## src/rtl/kcp_pkg.sv

```systemverilog
package kcp_pkg;

    localparam logic [7:0] KEY_UNLOCK = 8'h87;
    localparam logic [7:0] KEY_LOCK   = 8'hAA;
    localparam logic [7:0] IDX_LDN    = 8'h07;
    localparam logic [7:0] IDX_CHIP   = 8'h20;
    localparam logic [7:0] IDX_ACT    = 8'h30;
    localparam logic [7:0] IDX_GEN0   = 8'hF0;
    localparam logic [7:0] LDN_WDOG   = 8'h08;
    localparam logic [7:0] BYTE_IDLE  = 8'hFF;

    typedef enum logic [1:0] {
        ST_LOCKED = 2'd0,
        ST_HALF   = 2'd1,
        ST_OPEN   = 2'd2
    } key_state_e;

    typedef struct packed {
        logic       sel_data;
        logic       wr;
        logic       rd;
        logic [7:0] wdata;
    } bus_req_t;

    // True when idx falls inside the generic register window of n bytes.
    function automatic logic idx_is_gen(input logic [7:0] idx, input int n);
        return (int'(idx) >= int'(IDX_GEN0)) && (int'(idx) < int'(IDX_GEN0) + n);
    endfunction

endpackage

```

## src/rtl/kcp_key_seq.sv

```systemverilog
module kcp_key_seq
    import kcp_pkg::*;
(
    input  logic       clk,
    input  logic       rst,
    input  logic       wr,
    input  logic       sel_data,
    input  logic [7:0] wdata,
    output logic       unlocked,
    output logic [7:0] index
);

    key_state_e st_q, st_d;
    logic [7:0] idx_q, idx_d;
    logic       idx_wr;

    always_comb begin
        idx_wr = wr && !sel_data;
        st_d   = st_q;
        idx_d  = idx_q;
        unique case (st_q)
            ST_LOCKED: begin
                if (idx_wr && wdata == KEY_UNLOCK) st_d = ST_HALF;
            end
            ST_HALF: begin
                // Any intervening write breaks the key pair.
                if (wr) st_d = (idx_wr && wdata == KEY_UNLOCK) ? ST_OPEN : ST_LOCKED;
            end
            ST_OPEN: begin
                if (idx_wr) begin
                    if (wdata == KEY_LOCK) st_d = ST_LOCKED;
                    else                   idx_d = wdata;
                end
            end
            default: st_d = ST_LOCKED;
        endcase
    end

    always_ff @(posedge clk) begin
        if (rst) begin
            st_q  <= ST_LOCKED;
            idx_q <= '0;
        end else begin
            st_q  <= st_d;
            idx_q <= idx_d;
        end
    end

    assign unlocked = (st_q == ST_OPEN);
    assign index    = idx_q;

endmodule

```

## src/rtl/kcp_dev_bank.sv

```systemverilog
module kcp_dev_bank
    import kcp_pkg::*;
#(
    parameter int NUM_GEN = 4
) (
    input  logic       clk,
    input  logic       rst,
    input  logic       sel,
    input  logic       wr_en,
    input  logic [7:0] index,
    input  logic [7:0] wdata,
    output logic       active,
    output logic       rd_hit,
    output logic [7:0] rd_val
);

    localparam int GW = (NUM_GEN > 1) ? $clog2(NUM_GEN) : 1;

    logic            act_q;
    logic [7:0]      gen_q [NUM_GEN];
    logic [7:0]      off;
    logic [GW-1:0]   goff;
    logic            is_gen;

    assign off    = index - IDX_GEN0;
    assign goff   = off[GW-1:0];
    assign is_gen = idx_is_gen(index, NUM_GEN);

    always_ff @(posedge clk) begin
        if (rst) begin
            act_q <= 1'b0;
            for (int i = 0; i < NUM_GEN; i++) gen_q[i] <= '0;
        end else if (sel && wr_en) begin
            if (index == IDX_ACT) act_q <= wdata[0];
            if (is_gen)           gen_q[goff] <= wdata;
        end
    end

    always_comb begin
        rd_hit = 1'b0;
        rd_val = BYTE_IDLE;
        if (index == IDX_ACT) begin
            rd_hit = 1'b1;
            rd_val = {7'b0, act_q};
        end else if (is_gen) begin
            rd_hit = 1'b1;
            rd_val = gen_q[goff];
        end
    end

    assign active = act_q;

endmodule

```

## src/rtl/kcp_cfg_regs.sv

```systemverilog
module kcp_cfg_regs
    import kcp_pkg::*;
#(
    parameter int         NUM_DEV = 10,
    parameter int         NUM_GEN = 4,
    parameter logic [7:0] CHIP_ID = 8'hA5
) (
    input  logic               clk,
    input  logic               rst,
    input  logic               data_wr,
    input  logic [7:0]         index,
    input  logic [7:0]         wdata,
    output logic [7:0]         rd_val,
    output logic [7:0]         ldn,
    output logic [NUM_DEV-1:0] dev_active
);

    logic [7:0]         ldn_q;
    logic [NUM_DEV-1:0] bank_sel;
    logic [NUM_DEV-1:0] bank_hit;
    logic [7:0]         bank_val [NUM_DEV];

    always_ff @(posedge clk) begin
        if (rst)                              ldn_q <= '0;
        else if (data_wr && index == IDX_LDN) ldn_q <= wdata;
    end

    for (genvar g = 0; g < NUM_DEV; g++) begin : g_bank
        assign bank_sel[g] = (ldn_q == 8'(g));
        kcp_dev_bank #(.NUM_GEN(NUM_GEN)) u_bank (
            .clk    (clk),
            .rst    (rst),
            .sel    (bank_sel[g]),
            .wr_en  (data_wr),
            .index  (index),
            .wdata  (wdata),
            .active (dev_active[g]),
            .rd_hit (bank_hit[g]),
            .rd_val (bank_val[g])
        );
    end

    always_comb begin
        rd_val = BYTE_IDLE;
        if (index == IDX_LDN) begin
            rd_val = ldn_q;
        end else if (index == IDX_CHIP) begin
            rd_val = CHIP_ID;
        end else begin
            for (int g = 0; g < NUM_DEV; g++) begin
                if (bank_sel[g] && bank_hit[g]) rd_val = bank_val[g];
            end
        end
    end

    assign ldn = ldn_q;

endmodule

```

## src/rtl/keyed_cfg_port.sv

```systemverilog
module keyed_cfg_port
    import kcp_pkg::*;
#(
    parameter int         NUM_DEV = 10,
    parameter int         NUM_GEN = 4,
    parameter logic [7:0] CHIP_ID = 8'hA5
) (
    input  logic               clk,
    input  logic               rst,
    input  logic               bus_addr,
    input  logic               bus_wr,
    input  logic               bus_rd,
    input  logic [7:0]         bus_wdata,
    output logic [7:0]         bus_rdata,
    output logic [NUM_DEV-1:0] dev_active
);

    bus_req_t   req;
    logic       unlocked_w;
    logic [7:0] index_w;
    logic [7:0] ldn_w;
    logic [7:0] cfg_val;
    logic [7:0] rdata_q;

    assign req = '{sel_data: bus_addr, wr: bus_wr, rd: bus_rd, wdata: bus_wdata};

    kcp_key_seq u_key (
        .clk      (clk),
        .rst      (rst),
        .wr       (req.wr),
        .sel_data (req.sel_data),
        .wdata    (req.wdata),
        .unlocked (unlocked_w),
        .index    (index_w)
    );

    kcp_cfg_regs #(
        .NUM_DEV (NUM_DEV),
        .NUM_GEN (NUM_GEN),
        .CHIP_ID (CHIP_ID)
    ) u_regs (
        .clk        (clk),
        .rst        (rst),
        .data_wr    (unlocked_w && req.wr && req.sel_data),
        .index      (index_w),
        .wdata      (req.wdata),
        .rd_val     (cfg_val),
        .ldn        (ldn_w),
        .dev_active (dev_active)
    );

    always_ff @(posedge clk) begin
        if (rst) begin
            rdata_q <= BYTE_IDLE;
        end else if (req.rd) begin
            if (!unlocked_w)       rdata_q <= BYTE_IDLE;
            else if (req.sel_data) rdata_q <= cfg_val;
            else                   rdata_q <= index_w;
        end
    end

    assign bus_rdata = rdata_q;

endmodule

```

## config.mk

```make
export PLATFORM = sky130hd
export DESIGN_NAME = keyed_cfg_port
export DESIGN_NICKNAME = d
export VERILOG_FILES = /design/src/rtl/kcp_pkg.sv /design/src/rtl/kcp_key_seq.sv /design/src/rtl/kcp_dev_bank.sv /design/src/rtl/kcp_cfg_regs.sv /design/src/rtl/keyed_cfg_port.sv
export SDC_FILE = /design/constraint.sdc
export NUM_CORES = 1
export LEC_CHECK = 0
export BUFFER_PORTS_ARGS = -buffer_cell sky130_fd_sc_hd__buf_2
export CAP_MARGIN = 25
export CORE_MARGIN = 1.5
export CORE_UTILIZATION = 58
export DETAILED_ROUTE_END_ITERATION = 8
export GPL_TIMING_DRIVEN = 0
export HOLD_SLACK_MARGIN = 0.12
export PLACE_DENSITY_LB_ADDON = 0.12
export SYNTH_ARGS = -nofsm -noshare
export SYNTH_HDL_FRONTEND = slang
export SYNTH_SLANG_ARGS = --single-unit
export TNS_END_PERCENT = 10
```

## constraint.sdc

```tcl
create_clock -name clk -period 2.75 [get_ports clk]
set_input_delay 0.275 -clock clk [delete_from_list [all_inputs] [get_ports clk]]
set_output_delay 0.275 -clock clk [all_outputs]
set_load 0.1 [all_outputs]
```

==> results.md <==
* Outcome: finished, violations left
* Failing checks: negative setup slack
* Net count of the mapped netlist at 1369
* Max-cap violations at 0
* Non-Filler Instances at 1839
* Final setup violation count at 72
* Top flip-flop cell by instance count after synthesis: edfxtp_1
* Routability Congestion at 0.992
* Largest vdd supply drop at 0.000673 V
* Leakage power figure at 7.38 nW
* Fraction of power consumed by combinational cells at 0.040
* Fraction of power consumed by the clock network at 0.439
* Switching Power at 2.55 mW
* CTS Hold Bufs at 0
* Placed wire-length estimate at 39000 µm
* Main area contributors after synthesis: edfxtp_1 (56%), mux4_2 (10%), nor2_1 (4.6%), dfxtp_1 (4.4%), and3_1 (4.1%)
* Critical path startpoint category: input port
* Die ar. at 0.0306 mm²
* CTS H-tree depth at 2
* Cell Count Post-Placement at 1765
* Clock network latency to the later pin of the worst-skew pair at 0.52 ns
* Area of the placeable core at 0.0289 mm²
* Critical path data arrival time at 3.05 ns
* Drt via density at 6.61
* Die Span Y at roughly 170 µm
* Final hold slack at 0.175 ns
* Via count of the first global-routing pass at between 10000 and 15000
* Destination of the worst hold path: u_key.st_q[1]
* Post-CTS clock slew at the launch and capture registers of the worst setup and hold paths at 0.06 ns
* Kind of critical path: in2reg
* RSZ-0062 raised after global routing: yes
* Distinct cell type count of the synthesized netlist at 70
* Worst Reg2Reg Path Length in Cells at 8
* Maximum achievable frequency at 0.346 GHz
* Total inserted antenna cells at 0
* Largest net degree at the start of global routing at 14
* First-pass iteration count of the detailed router at 7
* Wire length of the first global-routing pass at 81400 µm
* Count of pins on the block boundary at 31
* Data required time of the critical path at 2.91 ns
* Syn avg cell area at between 10 and 15 µm²
* Cell taking the most area after synthesis: edfxtp_1
* Routed wire length at 56400 µm
* Max-slew headroom at 0.227
* Capturing element type of the critical path: register
* Count of synthesis-stage warnings from yosys at 0
* Cell internal power dissipation at 9.26 mW
* Setup slack, reg-to-reg at -0.13 ns
* Initial DRC count at 1757
* Detailed-route wire length per cell at 30.7 µm
* Hold/Removal Path Class: in2reg
* Sink Count at roughly 360
* Netlist area before placement at 0.0171 mm²
* Share of the synthesized area in the top cell type at 0.561
* Depth of the worst hold-timing path at 4
* Drc violations at 0
* Share of the yosys chip area belonging to registers at 0.605
* Number of buffers added by the clock tree synthesis step at 39
* Width of the chip at 175 µm
* Power per cell area at 606 mW/mm²
* Terminus of the critical flop-to-flop path: bus_rdata[7]
* Total of flip-flops plus latches after synthesis at ~360
* Antenna violations before repair at 2
* Switch share at 0.216
* Standard-cell row count at 62
* IO buf count at 24
* Final min period at just under 3 ns
* Largest buffer count on any clock path at 3
* Cell at the root of the clock tree: clkbuf_16
* Maximum clock skew at final layout at between 0.008 and 0.009 ns
* Filler instances at about 2100
* Number of nets in the layout at about 1400
* Period Utilization, post-route at 1.05
* Overall power consumption at 11.8 mW
* All-Layer GR Usage at 0.377
* Syn-to-layout area delta at 13.7%
* Number of slew-limit violations in the final report at 0
* Portion of total power attributed to sequential cells at 0.521
* Vias at 12200
* Count of antenna-violating nets left after detailed routing at 0
* Fraction of layout cells with a size suffix above 1 at 0.221
* Hold violation count in the final report at 0
* Number of enable flip-flop cells after synthesis at 320
* Cells after Synth at approximately 1400
* Worst-case setup slack after placement at -0.983 ns
* Worst Tran Pin Value at 1.16 ns
* Starting Density at 0.592
* Min setup slack post-route at -0.141 ns
* Maximum fanout encountered on the critical timing path at 10
* TritonCTS clock tree: built
* Share of flip-flops with an asynchronous set or reset after synthesis at 0
* Start point of the worst min-delay path: bus_wr
* GRT overflow at 0
## cells in the mapped netlist, types with 6 or more instances
library cell  instances
dfxtp_1              38
and3_1              113
a21o_1                7
o21ai_0              23
nor2b_1               6
mux4_2               79
clkbuf_1             85
nand3_1              14
nor2_1              211
inv_1                49
o221ai_1             11
a21oi_1              33
and2_1               40
mux2i_1              25
o21bai_1             33
nor2_2                6
buf_4                15
edfxtp_1            320
nand2b_1              8
o22ai_1              10
o21a_1                6
a31oi_1               7
buf_2                20
nand2_1              97
## metrics by stage
step / util / area [µm²] / TNS (ns)
floorplan: - / 17100 / 0
CTS: 0.668 / 19300 / -3.04
global placement: 0.613 / 17700 / -191.73
global route: 0.674 / 19500 / -3.06
finish: 0.674 / 19500 / -4.31
detailed placement: 0.614 / 17800 / -201.17
## flip-flops by register name, indices dropped and copies added (netlist names), named ones only
register	cells
u_regs.g_bank.u_bank.gen_q	320
u_key.st_q	2
bus_rdata	8
u_regs.g_bank.u_bank.active	10
u_key.index	8
u_regs.ldn	8
## cell usage in the layout (no fill, tap or decap), types with 8 or more instances in the layout
master     instances
o21ai_0           22
nand2b_1           8
clkbuf_1          75
o22ai_1           10
clkinv_2          10
clkbuf_2          14
and3_1           113
mux4_2            79
edfxtp_1         320
nand2_1           89
buf_6              9
inv_1             49
nand2_2            9
buf_2             40
o21bai_4          12
buf_4             20
o21bai_2          21
nor2_1           205
clkbuf_16         39
mux2i_1           25
nand3_1           13
a21oi_1           33
nor2_4             9
dfxtp_1           38
o221ai_1          10
and2_1            39
## final cells by class
| type | count | area (µm²) | area share |
|---|---|---|---|
| buffer | 129 | 697 | 0.0357 |
| clock buffer | 49 | 1020 | 0.0525 |
| clock inverter | 21 | 210 | 0.0108 |
| inverter | 49 | 184 | 0.00943 |
| multi-input combinational | 818 | 6340 | 0.325 |
| sequential | 358 | 10400 | 0.532 |
| tap | 384 | 480 | 0.0246 |
| timing repair buffer | 31 | 193 | 0.00988 |
## worst max path at each step
stage               slack (ns)  cells past startpoint           from                             endpoint
CTS                      -0.16                      8  u_regs.ldn[1]                         bus_rdata[0]
global placement         -0.88                      8       register                         bus_rdata[7]
global route             -0.12                      4            rst  u_regs.g_bank[5].u_bank.gen_q[3][0]
floorplan                 0.34                      5  u_regs.ldn[4]  u_regs.g_bank[4].u_bank.gen_q[0][0]
finish                   -0.14                      4            rst  u_regs.g_bank[5].u_bank.gen_q[3][6]
detailed placement       -0.98                      8       register                         bus_rdata[7]
## critical path: stages
cell and delay [ns]:
clkdlybuf4s15_1 0.83, clkbuf_1 0.76, clkbuf_1 0.75, o21bai_2 0.42
## kinds of logic after synthesis
family,Yosys count,share of synthesized area
buffers and inverters,180,0.0461
AO/OA/AOI/OAI,172,0.0693
AND/OR/NAND/NOR,537,0.158
flip-flops,358,0.605
multiplexers,109,0.122
## what timing repair did
action / CTS / global route
gates resized for setup: 92 / 40
endpoints found under the setup margin: 561 / 524
buffers inserted: 0 / 6
pin swaps: 3 / 4
## per-layer routing
metal  global-route usage  vias to the layer above  part of all wire
met5                    0                        -                 0
met4                0.146                        0             0.042
met3               0.0944                      128              0.12
met2                0.548                      814              0.44
met1                0.552                     6074              0.39
li1                     -                     5148                 -
## power by group through the flow
stage,sequential [mW],clock [mW],combinational (mW)
after global routing,6.17,5.37,0.479
after floorplan,6.24,0,0.238
after global placement,6.26,0,0.431
final,6.16,5.19,0.469
after detailed placement,6.27,0,0.434
after CTS,6.16,5.16,0.452
(Power assumes the default switching activity.)
